[config.mk]
export PLATFORM = sky130hd
export DESIGN_NAME = palu_top
export DESIGN_NICKNAME = d
export VERILOG_FILES = /design/src/rtl/palu_pkg.sv /design/src/rtl/palu_logic_array.sv /design/src/rtl/palu_operand_mux.sv /design/src/rtl/palu_adder.sv /design/src/rtl/palu_top.sv
export SDC_FILE = /design/constraint.sdc
export NUM_CORES = 1
export LEC_CHECK = 0
export ABC_AREA = 1
export ABC_CLOCK_PERIOD_IN_PS = 7540
export BUFFER_PORTS_ARGS = -buffer_cell sky130_fd_sc_hd__clkbuf_2
export CAP_MARGIN = 20
export CORE_UTILIZATION = 60
export DETAILED_ROUTE_END_ITERATION = 6
export PLACE_DENSITY = 0.88
export SLEW_MARGIN = 40
export SYNTH_ARGS = -nofsm -noshare
export SYNTH_HDL_FRONTEND = slang
export SYNTH_HIERARCHICAL = 1
export SYNTH_SLANG_ARGS = --single-unit
[constraint.sdc]
create_clock -name vclk -period 7.54
set_input_delay 1.131 -clock vclk [all_inputs]
set_output_delay 1.131 -clock vclk [all_outputs]
set_load 0.05 [all_outputs]
[src/rtl/palu_pkg.sv]
package palu_pkg;

    typedef enum logic [3:0] {
        OP_LOGIC = 4'd0,
        OP_ADD   = 4'd1,
        OP_INC   = 4'd2,
        OP_SUB   = 4'd3,
        OP_DEC   = 4'd4,
        OP_ONES  = 4'd5,
        OP_TWOS  = 4'd6,
        OP_MULS  = 4'd7,
        OP_DIVS  = 4'd8
    } op_e;

    typedef enum logic [1:0] {
        XS_A    = 2'd0,
        XS_NOTA = 2'd1,
        XS_SHL  = 2'd2
    } xsel_e;

    typedef enum logic [1:0] {
        YS_B    = 2'd0,
        YS_NOTB = 2'd1,
        YS_ZERO = 2'd2,
        YS_ONES = 2'd3
    } ysel_e;

    typedef enum logic [2:0] {
        RS_ZERO  = 3'd0,
        RS_LOGIC = 3'd1,
        RS_SUM   = 3'd2,
        RS_SHR   = 3'd3,
        RS_RESTO = 3'd4
    } rsel_e;

    typedef struct packed {
        xsel_e xsel;
        ysel_e ysel;
        logic  c0;
        logic  c0_from_cin;
        logic  c0_inv_cin;
        logic  y_gate_cin;
        logic  cout_inv;
        rsel_e rsel;
        logic  force_ones;
    } ctrl_t;

    localparam logic [3:0] FC_EQV  = 4'b1001;
    localparam logic [3:0] FC_NOTA = 4'b0011;

    function automatic ctrl_t decode(input logic [3:0] op);
        ctrl_t c;
        c = '{xsel: XS_A, ysel: YS_ZERO, c0: 1'b0, c0_from_cin: 1'b0,
              c0_inv_cin: 1'b0, y_gate_cin: 1'b0, cout_inv: 1'b0,
              rsel: RS_ZERO, force_ones: 1'b0};
        case (op)
            OP_LOGIC: c.rsel = RS_LOGIC;
            OP_ADD: begin
                c.ysel = YS_B; c.c0_from_cin = 1'b1; c.rsel = RS_SUM;
            end
            OP_INC: begin
                c.ysel = YS_ZERO; c.c0 = 1'b1; c.rsel = RS_SUM;
            end
            OP_SUB: begin
                c.ysel = YS_NOTB; c.c0_inv_cin = 1'b1; c.cout_inv = 1'b1;
                c.rsel = RS_SUM;
            end
            OP_DEC: begin
                c.ysel = YS_ONES; c.cout_inv = 1'b1; c.rsel = RS_SUM;
            end
            OP_ONES: begin
                c.rsel = RS_LOGIC; c.force_ones = 1'b1;
            end
            OP_TWOS: begin
                c.xsel = XS_NOTA; c.ysel = YS_ZERO; c.c0 = 1'b1; c.rsel = RS_SUM;
            end
            OP_MULS: begin
                c.ysel = YS_B; c.y_gate_cin = 1'b1; c.rsel = RS_SHR;
            end
            OP_DIVS: begin
                c.xsel = XS_SHL; c.ysel = YS_NOTB; c.c0 = 1'b1; c.rsel = RS_RESTO;
            end
            default: c.rsel = RS_ZERO;
        endcase
        return c;
    endfunction

endpackage

[src/rtl/palu_logic_array.sv]
module palu_logic_array #(
    parameter int WIDTH = 8
) (
    input  logic [WIDTH-1:0] a,
    input  logic [WIDTH-1:0] b,
    input  logic [3:0]       code,
    output logic [WIDTH-1:0] f
);
    for (genvar i = 0; i < WIDTH; i++) begin : g_slice
        logic [1:0] sel;
        assign sel = {a[i], b[i]};
        always_comb begin
            case (sel)
                2'b00:   f[i] = code[0];
                2'b01:   f[i] = code[1];
                2'b10:   f[i] = code[2];
                default: f[i] = code[3];
            endcase
        end
    end
endmodule

[src/rtl/palu_operand_mux.sv]
module palu_operand_mux
    import palu_pkg::*;
#(
    parameter int WIDTH = 8
) (
    input  logic [WIDTH-1:0] a,
    input  logic [WIDTH-1:0] b,
    input  logic             cin,
    input  ctrl_t            ctl,
    output logic [WIDTH-1:0] x,
    output logic [WIDTH-1:0] y,
    output logic             c0
);
    logic [WIDTH-1:0] y_raw;

    always_comb begin
        case (ctl.xsel)
            XS_NOTA: x = ~a;
            XS_SHL:  x = {a[WIDTH-2:0], cin};
            default: x = a;
        endcase
    end

    always_comb begin
        case (ctl.ysel)
            YS_B:    y_raw = b;
            YS_NOTB: y_raw = ~b;
            YS_ONES: y_raw = '1;
            default: y_raw = '0;
        endcase
        y = (ctl.y_gate_cin && !cin) ? '0 : y_raw;
    end

    always_comb begin
        if (ctl.c0_from_cin)     c0 = cin;
        else if (ctl.c0_inv_cin) c0 = ~cin;
        else                     c0 = ctl.c0;
    end
endmodule

[src/rtl/palu_adder.sv]
module palu_adder #(
    parameter int WIDTH = 8
) (
    input  logic [WIDTH-1:0] x,
    input  logic [WIDTH-1:0] y,
    input  logic             c0,
    output logic [WIDTH-1:0] sum,
    output logic             cout
);
    logic [WIDTH:0] c;
    assign c[0] = c0;

    for (genvar i = 0; i < WIDTH; i++) begin : g_fa
        logic p;
        logic g;
        assign p        = x[i] ^ y[i];
        assign g        = x[i] & y[i];
        assign sum[i]   = p ^ c[i];
        assign c[i+1]   = g | (p & c[i]);
    end

    assign cout = c[WIDTH];
endmodule

[src/rtl/palu_top.sv]
module palu_top
    import palu_pkg::*;
#(
    parameter int WIDTH = 8
) (
    input  logic [WIDTH-1:0] a,
    input  logic [WIDTH-1:0] b,
    input  logic             cin,
    input  logic [3:0]       op,
    input  logic [3:0]       fcode,
    output logic [WIDTH-1:0] y,
    output logic             cout,
    output logic             eq
);
    localparam int MSB = WIDTH - 1;

    ctrl_t            ctl;
    logic [3:0]       lcode;
    logic [WIDTH-1:0] lres;
    logic [WIDTH-1:0] xnor_v;
    logic [WIDTH-1:0] opx;
    logic [WIDTH-1:0] opy;
    logic             c0;
    logic [WIDTH-1:0] sum;
    logic             carry;
    logic             qbit;

    assign ctl   = decode(op);
    assign lcode = ctl.force_ones ? FC_NOTA : fcode;

    palu_logic_array #(.WIDTH(WIDTH)) u_logic (
        .a(a), .b(b), .code(lcode), .f(lres)
    );

    palu_logic_array #(.WIDTH(WIDTH)) u_cmp (
        .a(a), .b(b), .code(FC_EQV), .f(xnor_v)
    );

    assign eq = &xnor_v;

    palu_operand_mux #(.WIDTH(WIDTH)) u_opmux (
        .a(a), .b(b), .cin(cin), .ctl(ctl), .x(opx), .y(opy), .c0(c0)
    );

    palu_adder #(.WIDTH(WIDTH)) u_add (
        .x(opx), .y(opy), .c0(c0), .sum(sum), .cout(carry)
    );

    // quotient bit: shifted-out MSB plus carry means {a,cin} >= b
    assign qbit = a[MSB] | carry;

    always_comb begin
        case (ctl.rsel)
            RS_LOGIC: begin y = lres; cout = 1'b0; end
            RS_SUM:   begin y = sum; cout = carry ^ ctl.cout_inv; end
            RS_SHR:   begin y = {carry, sum[MSB:1]}; cout = sum[0]; end
            RS_RESTO: begin y = qbit ? sum : opx; cout = qbit; end
            default:  begin y = '0; cout = 1'b0; end
        endcase
    end

    // Assertions next to the result path
    always_comb begin
        a_r10_eq_flag: assert (eq == (a == b))
            else $error("R10 eq flag disagrees with operand compare");
        if (op > 4'd8) begin
            a_r11_reserved_zero: assert (y == '0 && cout == 1'b0)
                else $error("R11 reserved op produced nonzero output");
        end
        if (op == OP_ONES) begin
            a_r6_ones: assert ((y ^ a) == '1 && !cout)
                else $error("R6 one's complement mismatch");
        end
        if (op == OP_SUB && eq) begin
            a_r4_sub_equal: assert (cin ? (y == '1 && cout) : (y == '0 && !cout))
                else $error("R4 equal-operand subtract mismatch");
        end
        if (op == OP_DIVS && !cout) begin
            a_r9_restore: assert (y == {a[MSB-1:0], cin})
                else $error("R9 restore did not return shifted remainder");
        end
        if (op == OP_LOGIC) begin
            a_r1_no_carry: assert (!cout)
                else $error("R1 logic op raised cout");
        end
    end
endmodule

==> impl_results.md <==
- Nets@finish: 469
- Port bufs: 35
- Final setup violation count: 0
- Most common cell type on the critical path: fa_1
- Pwr per Cell Area: approximately 94 mW/mm^2
- Filler Cell Count: 254
- Failing checks: design-rule violations
- Vias/cell: about 5.3
- IO Pins: 35
- Leakage Power: 1.37 nW
- Most frequent cells in the layout: nand2_1, inv_1, nand3_1
- Mapped cell area: 0.00184 sq mm
- Vias in the first global route: 2055
- Max-slew violations: 0
- Die area: around 0.0033 sq mm
- Total global-route track usage: 31.0%
- CP Launch Type: input pin
- Layout cell share with drive strength beyond 1: 16.4%
- Sequential standard cell area: 0 sq um
- Diode count: 0
- Crit path capture type: output port
- Crit-path slowest cell: fa_1
- Hold Path Depth: 6
- Initial Util: 64.9%
- Post_cts resized: 0
- Max incr delay on CP: roughly 400 ps
- Critical Path AT: 6170 ps
- Max Cap Viol: 0
- Wirelength per Cell: roughly 11 um
- GRT overflow: 0
- Die H: 57.3 um
- Area of the core: 0.00283 sq mm
- DRC viols: 4
- Cells after synthesis: 397
- Synth Warn #: 6
- Synth-to-layout area growth: 16.0%
- Rows: 19
- Initial antenna violation count: 0
- Final wirelength: 5.16 mm
- Max Clk Rate: approximately 140 MHz
- First-pass GRT wire length: 8.41 mm
- Worst EP required: 6410 ps
- Peak supply drop: a little over 0.1 mV
- Post-route insts no fill: 463
- Remaining antenna violation count: 0
- Seq cells: 0
- WS Path Type: input pin to output port
- Gpl congestion: 0.935
- Max FO, Critical Path: 8
- Placed insts: 462
- Largest net degree at the start of global routing: 17
- Die W: 57.3 um
- Postcts setup bufs: 0
- Commonest non-fill, non-tap cell in the layout: nand2_1
- Clkbuf count: 0
- Tcrit/Tclk final: 96.8%
- Post-DP HPWL: 3.97 mm
- Hold Violations, Final: 0
- DRT Pass-1 Iters: 7
- Final hold slack: 2870 ps
- Starting DRT DRC Count: 223
- Min-Delay Path Class: input pin to output port
- Status: complete, but fails checks
- CTS Hold Bufs: 0
- Vias: 2475
- Syn Area/Cell: between 4 and 5 sq um
- Final Critical Period: 7300 ps
[power breakdown]
part,total [mW],leakage [nW],switching (mW),internal (mW)
clock,0,0,0,0
sequential,0,0,0,0
combinational,0.201,1.37,0.134,0.0669
[per-stage QoR]
step	setup slack, ps	utilization [%]	power, mW	instance area (sq um)	TNS (ps)
after floorplan	469	-	0.138	1840	0
after global placement	334	72.0	0.178	2040	0
after detailed placement	153	72.0	0.182	2040	0
after CTS	150	72.0	0.183	2040	0
after global routing	-13.4	75.2	0.223	2130	-13.4
final	240	75.2	0.201	2130	0
[worst max-delay path: cells and delay by family]
kind	cells	cell delay (ps)
compound gates	3	490
fa+ha+maj	9	2930
buf+inv	9	990
simple gates	6	640
[cell type report]
| type | instances | area (sq um) | area share [%] |
|---|---|---|---|
| inverter | 85 | 323 | 15.2 |
| multi-input combinational | 307 | 1530 | 71.7 |
| tap | 31 | 38.8 | 1.82 |
| timing repair buffer | 39 | 233 | 10.9 |
| timing repair inverter | 1 | 7.51 | 0.353 |
[worst paths after layout]
kind,start,end,slack [ps]
setup / recovery,op[0],y[2],240
hold / removal,a[6],y[6],2870
[layer usage]
layer,global-route usage [%],up-vias,routed length (um),part of all wire (%)
met2,55.1,116,2460,48
met3,0.680,10,391,7.6
met1,41.5,1083,2210,43
li1,-,1266,-,-
met4,8.01,0,100,1.9
met5,0,-,0,0
(Power assumes the default switching activity.)
